## src/rtl/pic_pkg.sv

```systemverilog
package pic_pkg;
  localparam int NUM_LINES = 8;
  localparam int LVL_W     = $clog2(NUM_LINES);
  localparam int DATA_W    = 8;

  typedef struct packed {
    logic             initStart;
    logic             cascWr;
    logic             maskWr;
    logic             pollTake;
    logic             eoi;
    logic [LVL_W-1:0] eoiLevel;
  } picStrobe_t;
endpackage

```

## src/rtl/pic_ctrl.sv

```systemverilog
module pic_ctrl
  import pic_pkg::*;
(
  input  logic              clk,
  input  logic              rstN,
  input  logic              addr,
  input  logic              wrEn,
  input  logic              rdEn,
  input  logic [DATA_W-1:0] wrData,
  output picStrobe_t        strb,
  output logic              readIsr,
  output logic              pollArmed
);
  typedef enum logic [1:0] {ST_RUN, ST_BASE, ST_CASC, ST_MODE} setupSt_t;
  setupSt_t setupSt;

  logic cmdWr, dataWr, isInit, isOcw3, isOcw2;

  always_comb begin
    cmdWr  = wrEn && !addr;
    dataWr = wrEn && addr;
    isInit = cmdWr && wrData[4];
    isOcw3 = cmdWr && !wrData[4] && wrData[3];
    isOcw2 = cmdWr && !wrData[4] && !wrData[3];
    strb.initStart = isInit;
    strb.cascWr    = dataWr && (setupSt == ST_CASC);
    strb.maskWr    = dataWr && (setupSt == ST_RUN);
    strb.pollTake  = rdEn && !addr && pollArmed;
    strb.eoi       = isOcw2 && (wrData[7:5] == 3'b011);
    strb.eoiLevel  = wrData[LVL_W-1:0];
  end

  always_ff @(posedge clk) begin
    if (!rstN) begin
      setupSt <= ST_RUN;
    end else if (isInit) begin
      setupSt <= ST_BASE;
    end else if (dataWr) begin
      case (setupSt)
        ST_BASE: setupSt <= ST_CASC;
        ST_CASC: setupSt <= ST_MODE;
        ST_MODE: setupSt <= ST_RUN;
        default: setupSt <= ST_RUN;
      endcase
    end
  end

  always_ff @(posedge clk) begin
    if (!rstN || isInit) begin
      readIsr   <= 1'b0;
      pollArmed <= 1'b0;
    end else begin
      if (isOcw3 && wrData[1]) readIsr <= wrData[0];
      if (isOcw3 && wrData[2]) pollArmed <= 1'b1;
      else if (strb.pollTake)  pollArmed <= 1'b0;
    end
  end
endmodule

```

## src/rtl/pic_datapath.sv

```systemverilog
module pic_datapath
  import pic_pkg::*;
#(
  parameter bit IS_MASTER = 1'b1
) (
  input  logic                 clk,
  input  logic                 rstN,
  input  logic                 addr,
  input  logic [DATA_W-1:0]    wrData,
  input  logic [NUM_LINES-1:0] reqIn,
  input  picStrobe_t           strb,
  input  logic                 readIsr,
  input  logic                 pollArmed,
  output logic                 irqOut,
  output logic [DATA_W-1:0]    rdData,
  output logic [NUM_LINES-1:0] isrVec,
  output logic [NUM_LINES-1:0] maskVec
);
  logic [NUM_LINES-1:0] prevIn, edgeLatch, cascMap, pending, active;
  logic [NUM_LINES-1:0] ackMask, eoiMask, isrQ, maskQ;
  logic [LVL_W:0]       reqFind, isrFind;
  logic [LVL_W-1:0]     reqLvl;
  logic                 reqValid;
  logic [DATA_W-1:0]    pollWord, cmdRead;

  function automatic logic [LVL_W:0] findLowest(input logic [NUM_LINES-1:0] v);
    findLowest = '0;
    for (int i = NUM_LINES - 1; i >= 0; i--)
      if (v[i]) findLowest = {1'b1, LVL_W'(i)};
  endfunction

  generate
    if (IS_MASTER) begin : g_master
      always_ff @(posedge clk) begin
        if (!rstN || strb.initStart) cascMap <= '0;
        else if (strb.cascWr)        cascMap <= wrData[NUM_LINES-1:0];
      end
    end else begin : g_slave
      assign cascMap = '0;
    end
  endgenerate

  always_comb begin
    pending  = (cascMap & reqIn) | (~cascMap & edgeLatch & reqIn);
    active   = pending & ~maskQ;
    reqFind  = findLowest(active);
    isrFind  = findLowest(isrQ);
    reqLvl   = reqFind[LVL_W-1:0];
    reqValid = reqFind[LVL_W] && (!isrFind[LVL_W] || (reqLvl < isrFind[LVL_W-1:0]));
    ackMask  = (strb.pollTake && reqValid) ? (NUM_LINES'(1) << reqLvl) : '0;
    eoiMask  = strb.eoi ? (NUM_LINES'(1) << strb.eoiLevel) : '0;
    pollWord = reqValid ? {1'b1, {(DATA_W-1-LVL_W){1'b0}}, reqLvl} : DATA_W'(NUM_LINES - 1);
    cmdRead  = pollArmed ? pollWord : (readIsr ? isrQ : pending);
    rdData   = addr ? maskQ : cmdRead;
    irqOut   = reqValid;
    isrVec   = isrQ;
    maskVec  = maskQ;
  end

  always_ff @(posedge clk) begin
    if (!rstN) begin
      prevIn    <= '0;
      edgeLatch <= '0;
      isrQ      <= '0;
      maskQ     <= '1;
    end else begin
      prevIn <= reqIn;
      if (strb.initStart) begin
        edgeLatch <= '0;
        isrQ      <= '0;
        maskQ     <= '0;
      end else begin
        edgeLatch <= (edgeLatch | (reqIn & ~prevIn)) & ~ackMask;
        isrQ      <= (isrQ | ackMask) & ~eoiMask;
        if (strb.maskWr) maskQ <= wrData[NUM_LINES-1:0];
      end
    end
  end
endmodule

```

## src/rtl/pic_channel.sv

```systemverilog
module pic_channel
  import pic_pkg::*;
#(
  parameter bit IS_MASTER = 1'b1
) (
  input  logic                 clk,
  input  logic                 rstN,
  input  logic                 addr,
  input  logic                 wrEn,
  input  logic                 rdEn,
  input  logic [DATA_W-1:0]    wrData,
  output logic [DATA_W-1:0]    rdData,
  input  logic [NUM_LINES-1:0] reqIn,
  output logic                 irqOut
);
  picStrobe_t           strb;
  logic                 readIsr, pollArmed;
  logic [NUM_LINES-1:0] isrVec, maskVec;

  pic_ctrl u_ctrl (
    .clk(clk), .rstN(rstN), .addr(addr), .wrEn(wrEn), .rdEn(rdEn),
    .wrData(wrData), .strb(strb), .readIsr(readIsr), .pollArmed(pollArmed)
  );

  pic_datapath #(.IS_MASTER(IS_MASTER)) u_dp (
    .clk(clk), .rstN(rstN), .addr(addr), .wrData(wrData), .reqIn(reqIn),
    .strb(strb), .readIsr(readIsr), .pollArmed(pollArmed), .irqOut(irqOut),
    .rdData(rdData), .isrVec(isrVec), .maskVec(maskVec)
  );
endmodule

```

## config.mk

```make
export PLATFORM = sky130hd
export DESIGN_NAME = pic_channel
export DESIGN_NICKNAME = d
export VERILOG_FILES = /design/src/rtl/pic_pkg.sv /design/src/rtl/pic_ctrl.sv /design/src/rtl/pic_datapath.sv /design/src/rtl/pic_channel.sv
export SDC_FILE = /design/constraint.sdc
export NUM_CORES = 1
export LEC_CHECK = 0
export ABC_AREA = 0
export BUFFER_PORTS_ARGS = -buffer_cell sky130_fd_sc_hd__clkbuf_2
export CORE_MARGIN = 2
export CORE_UTILIZATION = 57
export DETAILED_ROUTE_END_ITERATION = 10
export GPL_TIMING_DRIVEN = 0
export PLACE_DENSITY = 0.8
export SKIP_LAST_GASP = 1
export SLEW_MARGIN = 20
export SYNTH_ARGS = -nofsm -noshare
export SYNTH_HDL_FRONTEND = slang
export SYNTH_SLANG_ARGS = --single-unit
```

## constraint.sdc

```tcl
create_clock -name clk -period 3.65 [get_ports clk]
set_input_delay 0.5475 -clock clk [delete_from_list [all_inputs] [get_ports clk]]
set_output_delay 0.5475 -clock clk [all_outputs]
set_load 0.03 [all_outputs]
```

==> results of run 1 <==
[worst max-delay path by stage]
stage / from / end / slack (ns)
after global placement: reqIn[3] / rdData[2] / 0.08
after detailed placement: reqIn[3] / rdData[2] / 0.01
after global routing: u_dp.cascMap[5] / rdData[2] / 0.01
after CTS: u_dp.cascMap[3] / rdData[2] / 0.007
final: u_dp.cascMap[5] / rdData[2] / 0.15
after floorplan: reqIn[4] / rdData[0] / 0.51
[synthesized netlist by cell type, types with 3 or more instances]
| cell type | number |
|---|---|
| sky130_fd_sc_hd__inv_1 | 13 |
| sky130_fd_sc_hd__a311oi_1 | 4 |
| sky130_fd_sc_hd__mux2i_1 | 7 |
| sky130_fd_sc_hd__and2_1 | 10 |
| sky130_fd_sc_hd__o21ai_1 | 5 |
| sky130_fd_sc_hd__a22o_1 | 4 |
| sky130_fd_sc_hd__nand2_1 | 34 |
| sky130_fd_sc_hd__o221a_1 | 3 |
| sky130_fd_sc_hd__dfxtp_1 | 44 |
| sky130_fd_sc_hd__nand3_1 | 12 |
| sky130_fd_sc_hd__clkbuf_1 | 11 |
| sky130_fd_sc_hd__nor3_1 | 10 |
| sky130_fd_sc_hd__o21ai_0 | 13 |
| sky130_fd_sc_hd__o21a_1 | 4 |
| sky130_fd_sc_hd__o211ai_1 | 4 |
| sky130_fd_sc_hd__o21ai_2 | 5 |
| sky130_fd_sc_hd__ha_1 | 5 |
| sky130_fd_sc_hd__o22ai_2 | 4 |
| sky130_fd_sc_hd__nor4_2 | 3 |
| sky130_fd_sc_hd__a31oi_1 | 5 |
| sky130_fd_sc_hd__nor2_1 | 26 |
| sky130_fd_sc_hd__nor2b_1 | 5 |
| sky130_fd_sc_hd__a21oi_1 | 15 |
[per-layer routing]
metal | global-route usage | vias up
li1 | - | 1069
met1 | 0.403 | 1060
met2 | 0.478 | 75
met3 | 0.0444 | 6
met4 | 0.0675 | 0
met5 | 0 | -
[state kept, by name, summed over array words and instances (netlist names)]
signal            count
u_dp.cascMap          8
u_dp.edgeLatch        8
u_dp.isrVec           8
u_dp.maskVec          8
u_dp.prevIn           8
u_ctrl.setupSt        2
u_ctrl.pollArmed      1
u_ctrl.readIsr        1
[logic make-up (layout without fill, tap and decap cells)]
kind of cell	Yosys count	count (layout)
multiplexers	7	7
buffers and inverters	26	60
AO/OA/AOI/OAI	81	81
adder cells (fa/ha/maj)	5	5
AND/OR/NAND/NOR	115	115
flip-flops	44	44
[layout make-up]
| class | count | share of cell area |
|---|---|---|
| timing repair buffer | 26 | 0.0498 |
| clock inverter | 2 | 0.00517 |
| clock buffer | 6 | 0.0310 |
| sequential | 44 | 0.331 |
| buffer | 13 | 0.0212 |
| multi-input combinational | 208 | 0.520 |
| inverter | 13 | 0.0183 |
| tap | 50 | 0.0235 |
[per-stage QoR]
step	area, sq um	worst slack [ns]	hold slack [ns]	power [mW]
floorplan	2350	0.508	0.464	0.647
global placement	2530	0.0814	0.480	0.697
detailed placement	2530	0.0128	0.498	0.701
CTS	2630	0.00682	0.492	1.02
global route	2660	0.0149	0.499	1.07
finish	2660	0.152	0.492	1.02
[placed cells by master, fill, tap and decap left out, drive strengths merged]
| cell type | instances |
|---|---|
| a32oi | 2 |
| o41ai | 1 |
| buf | 3 |
| a21oi | 17 |
| dfxtp | 44 |
| nor2b | 5 |
| inv | 14 |
| nand3 | 12 |
| and2 | 11 |
| mux2i | 7 |
| nor2 | 27 |
| a31oi | 5 |
| o21a | 4 |
| nor4b | 4 |
| o31ai | 1 |
| nand2b | 2 |
| o32ai | 1 |
| a311oi | 4 |
| o21ai | 23 |
| nor4 | 4 |
| o221a | 4 |
| a211oi | 1 |
| o211ai | 4 |
| nand2 | 34 |
| ha | 5 |
| clkinv | 1 |
| o31a | 2 |
| o22ai | 5 |
| and2b | 2 |
| a22o | 4 |
| a221oi | 1 |
| or3 | 1 |
| o32a | 1 |
| nor3 | 10 |
| nor3b | 1 |
| a2bb2oi | 1 |
| clkbuf | 42 |
| or2b | 1 |
| and3 | 1 |
[critical path: stages (launching register included)]
cell	delay (ns)
sky130_fd_sc_hd__dfxtp_1	0.33
sky130_fd_sc_hd__o21ai_2	0.23
sky130_fd_sc_hd__o22ai_2	0.18
sky130_fd_sc_hd__nand2b_1	0.21
sky130_fd_sc_hd__a21oi_1	0.29
sky130_fd_sc_hd__ha_1	0.28
sky130_fd_sc_hd__o21ai_1	0.22
sky130_fd_sc_hd__a32oi_4	0.16
sky130_fd_sc_hd__a21oi_4	0.23
sky130_fd_sc_hd__nand2_1	0.09
sky130_fd_sc_hd__o31a_1	0.27
sky130_fd_sc_hd__clkbuf_2	0.18
[report_power, final]
part	internal [mW]	total [mW]	switching [mW]
logic	0.0657	0.180	0.114
clock network	0.155	0.324	0.170
registers	0.501	0.518	0.0171
[repair_timing]
| item | 4_1_cts | 5_1_grt |
|---|---|---|
| resized for setup | 0 | 4 |
| setup buffers | 0 | 1 |
| endpoints found under the setup margin | 0 | 4 |
==> results, run 1 <==
- The count of cells in the finished layout, fillers not included, comes to 362.
- The initial utilization of the core area, before any placement, comes to 0.591.
- At the pin with the least slew margin, the transition time is 0.607 ns.
- The sequential share of the synthesized area is 0.375.
- The synthesized area divided by synthesized cell count is 8.44 sq um.
- The worst-case register-to-register setup slack is 0.82 ns.
- Input and output buffers added on the ports amount to 25.
- The count of unresolved DRC violations after routing is 0.
- The relative max-transition margin is 0.592.
- For this block, the routed nets add up to 6120 microns of wire.
- The number of buffers added by the clock tree synthesis step is 5.
- Clock tree synthesis found a total of 44 sinks.
- Setup repair after global routing left no endpoint under its margin.
- Entering global routing, the biggest net connects 15 pins.
- Setup violations remaining at the end of the flow were counted as 0.
- Data on the critical path arrives at its endpoint at 2.95 ns.
- The accumulated negative setup slack is 0 ns.
- The overall track demand over capacity in global routing is 0.291.
- The setup clock skew after layout is 0.0140 ns.
- The floorplan has 23 rows.
- Of the available clock period, the critical path in the final layout requires 0.958.
- The flow ran to the end, and the final reports show no timing, DRC or antenna violations.
- The DRC violation total after the first TritonRoute iteration is 200.
- The number of pins with negative max-slew slack in the final report came to 0.
- The mux contribution to synthesized area is 0.0299.
- Once detailed placement completed, the half-perimeter wirelength came to 4640 microns.
- The post-synthesis instance total is 278.
- Across the run, the number of max-cap violations was 0.
- The number of antenna cells inserted is 0.
- The post-cts hold buffer count is 0.
- The TritonCTS clock tree is built.
- The post-layout minimum cycle time is 3.50 ns.
- The final hold violation count is 0.
- The setup path with the least slack is of type flip-flop to primary output.
- Ranked by total cell area, the synthesized netlist is headed by sky130_fd_sc_hd__dfxtp_1, sky130_fd_sc_hd__nand2_1, sky130_fd_sc_hd__nor2_1.
- The startpoint identified for the worst register-to-register timing path is u_dp.cascMap[5].
- The portion of synthesized cell area occupied by the leading cell type is 0.375.
- Counting instances, the worst hold path has a depth of 2.
- The number of enable-type register cells in the synthesized netlist is 0.
- STA puts the critical path data required time at 3.10 ns.
- The area growth from synthesis to layout is 13.4%.
- In this run the critical register-to-register path is captured at u_dp.isrVec[5].
- The layout filler cell count is 362.
- The area of the core is 0.00397 sq mm.
- The sum of routed wire segments on met1 is 2870 microns.
- The fraction of the mapped netlist area in compound gates came to 0.258.
- The vertical extent of the die is 68.2 microns.
- The number of nets in the finished design is 337.
- STA classifies the critical path startpoint as a flip-flop.
- The number of antenna violations at the first check in global routing is 0.
- The combinational family with the most area after synthesis is simple AND/OR/NAND/NOR gates.
- The cell area that synthesis handed to floorplanning was 0.00235 sq mm.
- The x dimension of the die is 68.2 microns.
- The met3 layer wire length in the routed design is 290 microns.
- The highest achievable clock rate is 286 MHz.
- The maximum ir drop on the vdd rail is 348 uV.
- Summed over all instances, the cell type with the most area after synthesis is sky130_fd_sc_hd__dfxtp_1.
- The tree is rooted in a sky130_fd_sc_hd__clkbuf_8.
- In the final layout, the share of cells above drive strength 1 is 0.192.
- The first global-routing pass estimated 9920 microns of wire.
- Counting along the longest clock path gives a buffer depth of 2.
- The first detailed-routing pass ran for 5 iterations.
- In the synthesized netlist the async set-or-reset flop fraction comes to 0.
- The area share of xor/xnor cells in the synthesized design is 0.
- The element type at the critical path end is a primary output.
- The remaining antenna violation count is 0.
- Summed over all cells, the static leakage comes to 1.03 nW.
- The synthesis warning total is 0.
- The total grt overflow is 0.
- The weighted congestion reported at the end of routability-driven placement is 0.920.
- The H-tree generated during clock tree synthesis spans 2 levels.
- The startpoint of the tightest hold check path is reqIn[6].
- The average routed wire per standard cell is 16.9 microns.
- In the synthesized netlist the dominant register cell turns out to be sky130_fd_sc_hd__dfxtp_1.
- The sink of the worst hold path is u_dp.prevIn[6].
- The count of vias placed by the detailed router is 2210.
- During I/O placement, the number of pins put on the boundary was 30.
- The utilization after layout is 0.670.
- The adder-cell share of the synthesized area is 0.0267.
- The clock insertion delay at the later pin of the skew report is 0.30 ns.
- Of the total synthesized cell area, the portion taken by AND, OR, NAND and NOR gates is 0.265.
- The netlist uses 52 different library cells.
- Measured in cells, the most critical reg-to-reg path has a length of 9.
- Along the worst path, the maximum fanout reaches 8.
- The number of storage elements in the synthesis netlist is 44.
- The highest metal layer carrying signal wires in the routed design is met4.
- Summed over all nets, wire length on met2 after detailed routing comes to 2890 microns.
- The via count of the first global-routing pass is 1972.
- The floorplan step defined a die boundary enclosing 0.00465 sq mm.
- The area used by sequential logic in the layout is 881 sq um.
- The type of the most critical hold path is input pin to flip-flop.
- The net count after synthesis is 304.
- In the final layout, the multi-input gates occupy 0.00138 sq mm.
- Power spread over the standard cell area amounts to 384 mW/mm^2.
- The instance count after placement with tap cells included is 353.
- Using the TritonRoute via totals, the vias-per-cell ratio works out to 6.10.
- The clock-pin slew on the worst setup and hold paths is 0.08 ns.
(Power assumes the default switching activity.)
==> inputs of run 2 (changes only) <==
Settings changed: PLACE_DENSITY 0.8 to 0.79.
==> run 2 against run 1 <==
Net effect: clock-buffer cell count down 1; clock skew is 0.0092 ns lower; wire length down 0.54%; maximum frequency fell by 0.79%; clock power is 16% higher; critical path type unchanged.
==> results, run 2 (synthesis results as in run 1) <==
- The critical path class is flip-flop to primary output.
- The smallest setup slack after layout is 0.125 ns (-0.0277 ns).
- The largest net degree at the start of global routing is 15 (unchanged).
- The worst endpoint data arrival time is 2.98 ns (+0.03 ns).
- The DRC violation total after the first TritonRoute iteration is 211 (+5.5%).
- The number of nets in the finished design is 337 (unchanged).
- The clock sink total was 44 (unchanged).
- The worst-case register-to-register setup slack is 0.83 ns (about the same).
- The number of placement rows is 23 (unchanged).
- The maximum number of buffers from clock root to sink is 2 (unchanged).
- The first-pass GRT wire length was 10100 microns (+1.4%).
- The clock root buffer is sky130_fd_sc_hd__clkbuf_8.
- The final period utilization came to 0.966 (+0.00759).
- The sink of the worst hold path is u_dp.prevIn[7].
- The layout filler cell count is 336 (-7.2%).
- The multi-input logic area is 0.00139 sq mm (+0.27%).
- The startpoint of the tightest hold check path is reqIn[7].
- The overall track demand over capacity in global routing is 0.298 (+0.00634).
- The worst-case reg-to-reg path depth was 9 (unchanged).
- The post-cts hold buffer count is 0 (unchanged).
- The worst hold path cell count is 2 (unchanged).
- The average routed wire per standard cell came to 16.8 microns (-0.54%).
- The post-layout minimum cycle time is 3.53 ns (+0.0277 ns).
- The count of vias placed by the detailed router is 2178 (-1.4%).
- The highest achievable clock rate is 284 MHz (-0.79%).
- The power consumption is 1.07 mW (+5.1%).
- The proportion of layout cells with a drive suffix above 1 is 0.196 (+0.00321).
- The number of H-tree levels was 2 (unchanged).
- The worst setup path is launched from a flip-flop.
- The I/O pin count is 30 (unchanged).
- The accumulated negative setup slack is 0 ns (unchanged).
- The placed cell area is 0.00253 sq mm (unchanged).
- The count of unresolved DRC violations after routing is 0 (unchanged).
- The capturing point of the worst reg2reg path is u_dp.isrVec[5].
- The weighted congestion reported at the end of routability-driven placement came to 0.945 (+2.8%).
- The leakage power is 1.03 nW (+0.31%).
- The number of vias per cell is 6.02 (-1.4%).
- TritonCTS built the clock tree.
- The number of pins with negative max-slew slack in the final report is 0 (unchanged).
- The via count of the first global-routing pass is 2030 (+2.9%).
- The clock-pin slew on the worst setup and hold paths came to 0.09 ns (about the same).
- The critical path required time is 3.10 ns (about the same).
- The final hold violation count is 0 (unchanged).
- The remaining antenna violation count is 0 (unchanged).
- The worst setup slack after placement is 0.0405 ns (+0.0277 ns).
- The actual transition at the worst max-transition pin came to 0.629 ns (+0.0225 ns).
- The clock insertion delay at the later pin of the skew report is 0.30 ns (about the same).
- The area growth from synthesis to layout is 14.2%.
- The vertical extent of the die is 68.2 microns (unchanged).
- The setup clock skew after layout came to 0.00482 ns (-0.00922 ns).
- The number of setup violations in the final report is 0 (unchanged).
- The number of antenna violations at the first check in global routing is 0 (unchanged).
- The flow ran to the end, and the final reports show no timing, DRC or antenna violations.
- The power density of the placed cells is 401 mW/mm^2 (+4.3%).
- The area of the core was 0.00397 sq mm (unchanged).
- Leaving out fill and tap cells, the most frequent cell in the layout is sky130_fd_sc_hd__dfxtp_1.
- Setup repair after global routing left no endpoint under its margin.
- The area used by sequential logic in the layout is 881 sq um (unchanged).
- The element type at the critical path end is a primary output.
- The number of maximum-capacitance constraint violations is 0 (unchanged).
- The port buffer count is 25 (unchanged).
- The relative max-transition margin is 0.577 (-0.0151).
- The library cells used most frequently in the layout, excluding fill and tap cells, are sky130_fd_sc_hd__dfxtp_1, sky130_fd_sc_hd__nand2_1, sky130_fd_sc_hd__nor2_1.
- The type of the most critical hold path is input pin to flip-flop.
- The x dimension of the die is 68.2 microns (unchanged).
- The die area is 0.00465 sq mm (unchanged).
- The count of TritonRoute iterations in the first routing pass is 4 (-1).
- The maximum ir drop on the vdd rail is 284 uV (-18%).
- The final wirelength is 6080 microns (-0.54%).
- The number of antenna cells inserted is 0 (unchanged).
- The starting utilization of the core area was 0.591 (unchanged).
- The maximum net fanout on the critical path was 8 (unchanged).
- The post-route standard cell area excluding fillers was 0.00268 sq mm (+0.71%).
- The worst register-to-register path begins at u_dp.cascMap[6].
- The number of buffers added by the clock tree synthesis step is 5 (unchanged).
- The final HPWL from detailed placement is 4570 microns (-1.5%).
- The total grt overflow was 0 (unchanged).
[run 2: cell count changes in the layout (fill, tap and decap cells not counted)]
cell / delta
sky130_fd_sc_hd__bufinv_16: +1
sky130_fd_sc_hd__clkinvlp_4: +1
sky130_fd_sc_hd__clkbuf_8: -1
sky130_fd_sc_hd__inv_6: -1
sky130_fd_sc_hd__o21ai_2: +1
sky130_fd_sc_hd__o21ai_1: -1
[run 2: power breakdown]
group	total (mW)	internal, mW	switching (mW)	leakage (nW)
combinational	0.179	0.0657	0.114	0.618
sequential	0.518	0.501	0.0175	0.361
clock	0.377	0.203	0.174	0.0541
[run 2: routing by layer]
metal / global-route usage / vias to the layer above / part of all wire / routed length, microns
met4: 0.105 / 0 / 0.021 / 129
met3: 0.0576 / 12 / 0.075 / 459
li1: - / 1068 / - / -
met5: 0 / - / 0 / 0
met2: 0.466 / 92 / 0.46 / 2800
met1: 0.409 / 1006 / 0.44 / 2700
[run 2: what timing repair did]
| action | 4_1_cts | 5_1_grt |
|---|---|---|
| setup endpoints to repair | 0 | 4 |
| resized for setup | 0 | 5 |
| setup buffers | 0 | 1 |
[run 2: through the flow]
| step | hold slack [ns] | instances | utilization |
|---|---|---|---|
| after global placement | 0.481 | 353 | 0.638 |
| after CTS | 0.470 | 361 | 0.666 |
| after global routing | 0.483 | 362 | 0.675 |
| final | 0.472 | 362 | 0.675 |
| after detailed placement | 0.492 | 353 | 0.638 |
| after floorplan | 0.464 | 278 | - |
[run 2: final cells by class]
| cell class | instances | area share |
|---|---|---|
| sequential | 44 | 0.329 |
| clock buffer | 5 | 0.0257 |
| buffer | 13 | 0.0210 |
| multi-input combinational | 208 | 0.518 |
| tap | 50 | 0.0233 |
| inverter | 13 | 0.0182 |
| clock inverter | 3 | 0.0159 |
| timing repair buffer | 26 | 0.0495 |
[run 2: how the worst max path moves through the flow]
stage / startpoint / to
finish: u_dp.cascMap[6] / rdData[2]
global route: u_dp.cascMap[7] / rdData[1]
CTS: u_dp.cascMap[3] / rdData[2]
detailed placement: reqIn[3] / rdData[2]
global placement: reqIn[3] / rdData[2]
floorplan: reqIn[4] / rdData[0]
[run 2: worst max-delay path, cell delays in order (launching register included)]
cell and delay, ns:
sky130_fd_sc_hd__dfxtp_1 0.36, sky130_fd_sc_hd__o21ai_1 0.15, sky130_fd_sc_hd__o22ai_2 0.28, sky130_fd_sc_hd__nand2b_1 0.13, sky130_fd_sc_hd__a21oi_1 0.29, sky130_fd_sc_hd__ha_1 0.28, sky130_fd_sc_hd__o21ai_1 0.23, sky130_fd_sc_hd__a32oi_4 0.17
sky130_fd_sc_hd__a21oi_4 0.23, sky130_fd_sc_hd__nand2_1 0.09, sky130_fd_sc_hd__o31a_1 0.28, sky130_fd_sc_hd__clkbuf_2 0.18
==> inputs of run 3 (changes only) <==
Settings changed: CORE_UTILIZATION 57 to 62, PLACE_DENSITY 0.79 to 0.85.
Clock period 3.65 ns to 4.5 ns, I/O delays scaled along.
==> run 3 against run 2 <==
Net effect: flip-flop and latch count stayed put; critical endpoint unchanged; wire length down 0.64%; largest cell class unchanged; clock power shrank 30%.
==> results, run 3 (synthesis results as in run 1) <==
- The run finished with clean final reports.
- The via count of the first global-routing pass is 2097 (+3.3%).
- The reg-to-reg startpoint is u_dp.cascMap[5].
- The post-route worst hold slack was 0.511 ns (+0.0390 ns).
- The startpoint identified for the worst hold timing path is u_dp.cascMap[3].
- The type of the most critical hold path is flip-flop to flip-flop.
- The power density of the placed cells is 315 mW/mm^2 (-21%).
- The number of maximum-capacitance constraint violations is 0 (unchanged).
- The clock-pin slew on the worst setup and hold paths is 0.07 ns (-0.02 ns).
- The proportion of layout cells with a drive suffix above 1 is 0.184 (-0.0116).
- STA classifies the critical path startpoint as an input pin.
- The accumulated negative setup slack came to 0 ns (unchanged).
- The worst-case register-to-register setup slack is 1.76 ns (+0.93 ns).
- The final wirelength was 6040 microns (-0.64%).
- The average routed wire per standard cell is 16.9 microns (+0.47%).
- The weighted congestion reported at the end of routability-driven placement came to 0.930 (-1.6%).
- The cell with the largest stage delay on the worst path is sky130_fd_sc_hd__o22ai_2.
- The worst hold path cell count is 2 (unchanged).
- The count of vias placed by the detailed router is 2211 (+1.5%).
- The post-route standard cell area excluding fillers is 0.00263 sq mm (-2.0%).
- The sink of the worst hold path is u_dp.cascMap[3].
- The relative max-transition margin was 0.553 (-0.0247).
- The library cell used most frequently in the layout, excluding fill and tap cells, is sky130_fd_sc_hd__dfxtp_1.
- The maximum net fanout on the critical path is 8 (unchanged).
- TritonCTS built the clock tree.
- The area growth from synthesis to layout is 12.0%.
- The area of the core was 0.00366 sq mm (-7.8%).
- Setup repair after global routing left no endpoint under its margin.
- The utilization after layout is 0.718 (+0.0428).
- The maximum ir drop on the vdd rail is 250 uV (-12%).
- The setup clock skew after layout is 0.00877 ns (+0.00395 ns).
- The worst endpoint data arrival time is 3.21 ns (+0.23 ns).
- The capturing point of the worst reg2reg path is u_dp.isrVec[5].
- The number of nets in the finished design is 336 (-0.30%).
- Leaving out fill and tap cells, the most frequent cells in the layout are sky130_fd_sc_hd__dfxtp_1, sky130_fd_sc_hd__nand2_1, sky130_fd_sc_hd__nor2_1.
- The final HPWL from detailed placement is 4600 microns (+0.72%).
- By instance count, the cell type seen most on the critical path is sky130_fd_sc_hd__clkbuf_2.
- The first-pass GRT wire length is 10000 microns (-0.35%).
- The maximum number of buffers from clock root to sink is 2 (unchanged).
- The vertical extent of the die came to 65.5 microns (-3.9%).
- The number of placement rows is 22 (-4.3%).
- The remaining antenna violation count was 0 (unchanged).
- The overall track demand over capacity in global routing is 0.307 (+0.00924).
- The actual transition at the worst max-transition pin is 0.671 ns (+0.0417 ns).
- The number of antenna violations at the first check in global routing is 0 (unchanged).
- The x dimension of the die is 65.5 microns (-3.9%).
- The port buffer count is 25 (unchanged).
- The count of unresolved DRC violations after routing is 0 (unchanged).
- The number of buffers added by the clock tree synthesis step is 5 (unchanged).
- The number of setup violations in the final report is 0 (unchanged).
- Traced cell by cell, the critical path runs through clkbuf_2, o21ai_1, o22ai_2, inv_1, a21oi_1, ha_1, o21ai_0, a32oi_2, a21oi_4, nand2_1, o31a_1, clkbuf_2.
- The worst setup path is captured at a primary output.
- The DRC violation total after the first TritonRoute iteration came to 161 (-24%).
- The starting utilization of the core area was 0.641 (+0.0501).
- The placed cell area was 0.00253 sq mm (about the same).
- The count of TritonRoute iterations in the first routing pass is 4 (unchanged).
- The number of pins with negative max-slew slack in the final report is 0 (unchanged).
- The clock sink total is 44 (unchanged).
- The post-cts sizing count is 0 (unchanged).
- Based on the critical path, the design can be clocked at up to 257 MHz.
- The number of vias per cell was 6.18 (+2.6%).
- The critical path is of the input pin to primary output type.
- Of the available clock period, the critical path in the final layout requires 0.863.
- The post-cts hold buffer count came to 0 (unchanged).
- The tree is rooted in a sky130_fd_sc_hd__clkbuf_8.
- The number of H-tree levels was 2 (unchanged).
- The critical path required time is 3.83 ns (+0.73 ns).
- The number of antenna cells inserted is 0 (unchanged).
- The total grt overflow is 0 (unchanged).
- The largest net degree at the start of global routing is 13 (-2).
- For the finished layout, the period the worst path requires is 3.88 ns.
- The I/O pin count came to 30 (unchanged).
- The leakage power is 1.02 nW (-1.0%).
- The final hold violation count was 0 (unchanged).
- The number of setup buffers added after CTS came to 0 (unchanged).
- The die area is 0.00429 sq mm (-7.6%).
- The worst-case reg-to-reg path depth was 9 (unchanged).
- The delay of the slowest critical-path stage came to 0.35 ns (about the same).
- The clock insertion delay at the later pin of the skew report came to 0.30 ns (about the same).
[run 3: area by class of cell]
class / count / area, sq um
multi-input combinational: 208 / 1360
fill: 302 / 1030
sequential: 44 / 881
timing repair buffer: 25 / 125
clock buffer: 7 / 96.3
tap: 48 / 60.1
buffer: 13 / 56.3
inverter: 13 / 48.8
[run 3: how the worst max path moves through the flow]
stage,depth (start not counted),from,endpoint,slack [ns]
after floorplan,9,reqIn[4],rdData[0],1.10
after global placement,12,reqIn[3],rdData[2],0.65
after detailed placement,12,reqIn[3],rdData[2],0.65
after CTS,12,reqIn[3],rdData[2],0.65
after global routing,12,reqIn[6],rdData[2],0.46
final,12,reqIn[3],rdData[2],0.62
[run 3: power breakdown]
group | switching, mW | internal [mW] | total, mW
Combinational | 0.0914 | 0.0511 | 0.143
Sequential | 0.0143 | 0.406 | 0.420
Clock | 0.127 | 0.137 | 0.264
[run 3: layer usage]
layer  vias to the layer above  routed length [microns]  GRT usage  share of wire
met5                         -                        0          0              0
met4                         0                       63     0.0911          0.010
met3                         9                      405     0.0668          0.067
met2                        90                     2900      0.514           0.48
met1                      1046                     2680      0.397           0.44
li1                       1066                        -          -              -
[run 3: metrics by stage]
stage                     power (mW)  worst slack (ns)  std cells
final                          0.827             0.615        358
after global routing           0.859             0.460        358
after CTS                      0.823             0.645        358
after detailed placement       0.570             0.648        351
after global placement         0.566             0.649        351
after floorplan                0.525              1.10        278
[run 3: worst max-delay path: cells and delay by family]
| kind | cells | cell delay, ns |
|---|---|---|
| AO/OA/AOI/OAI | 7 | 1.76 |
| buffers and inverters | 3 | 0.39 |
| adder cells (fa/ha/maj) | 1 | 0.28 |
| AND/OR/NAND/NOR | 1 | 0.11 |
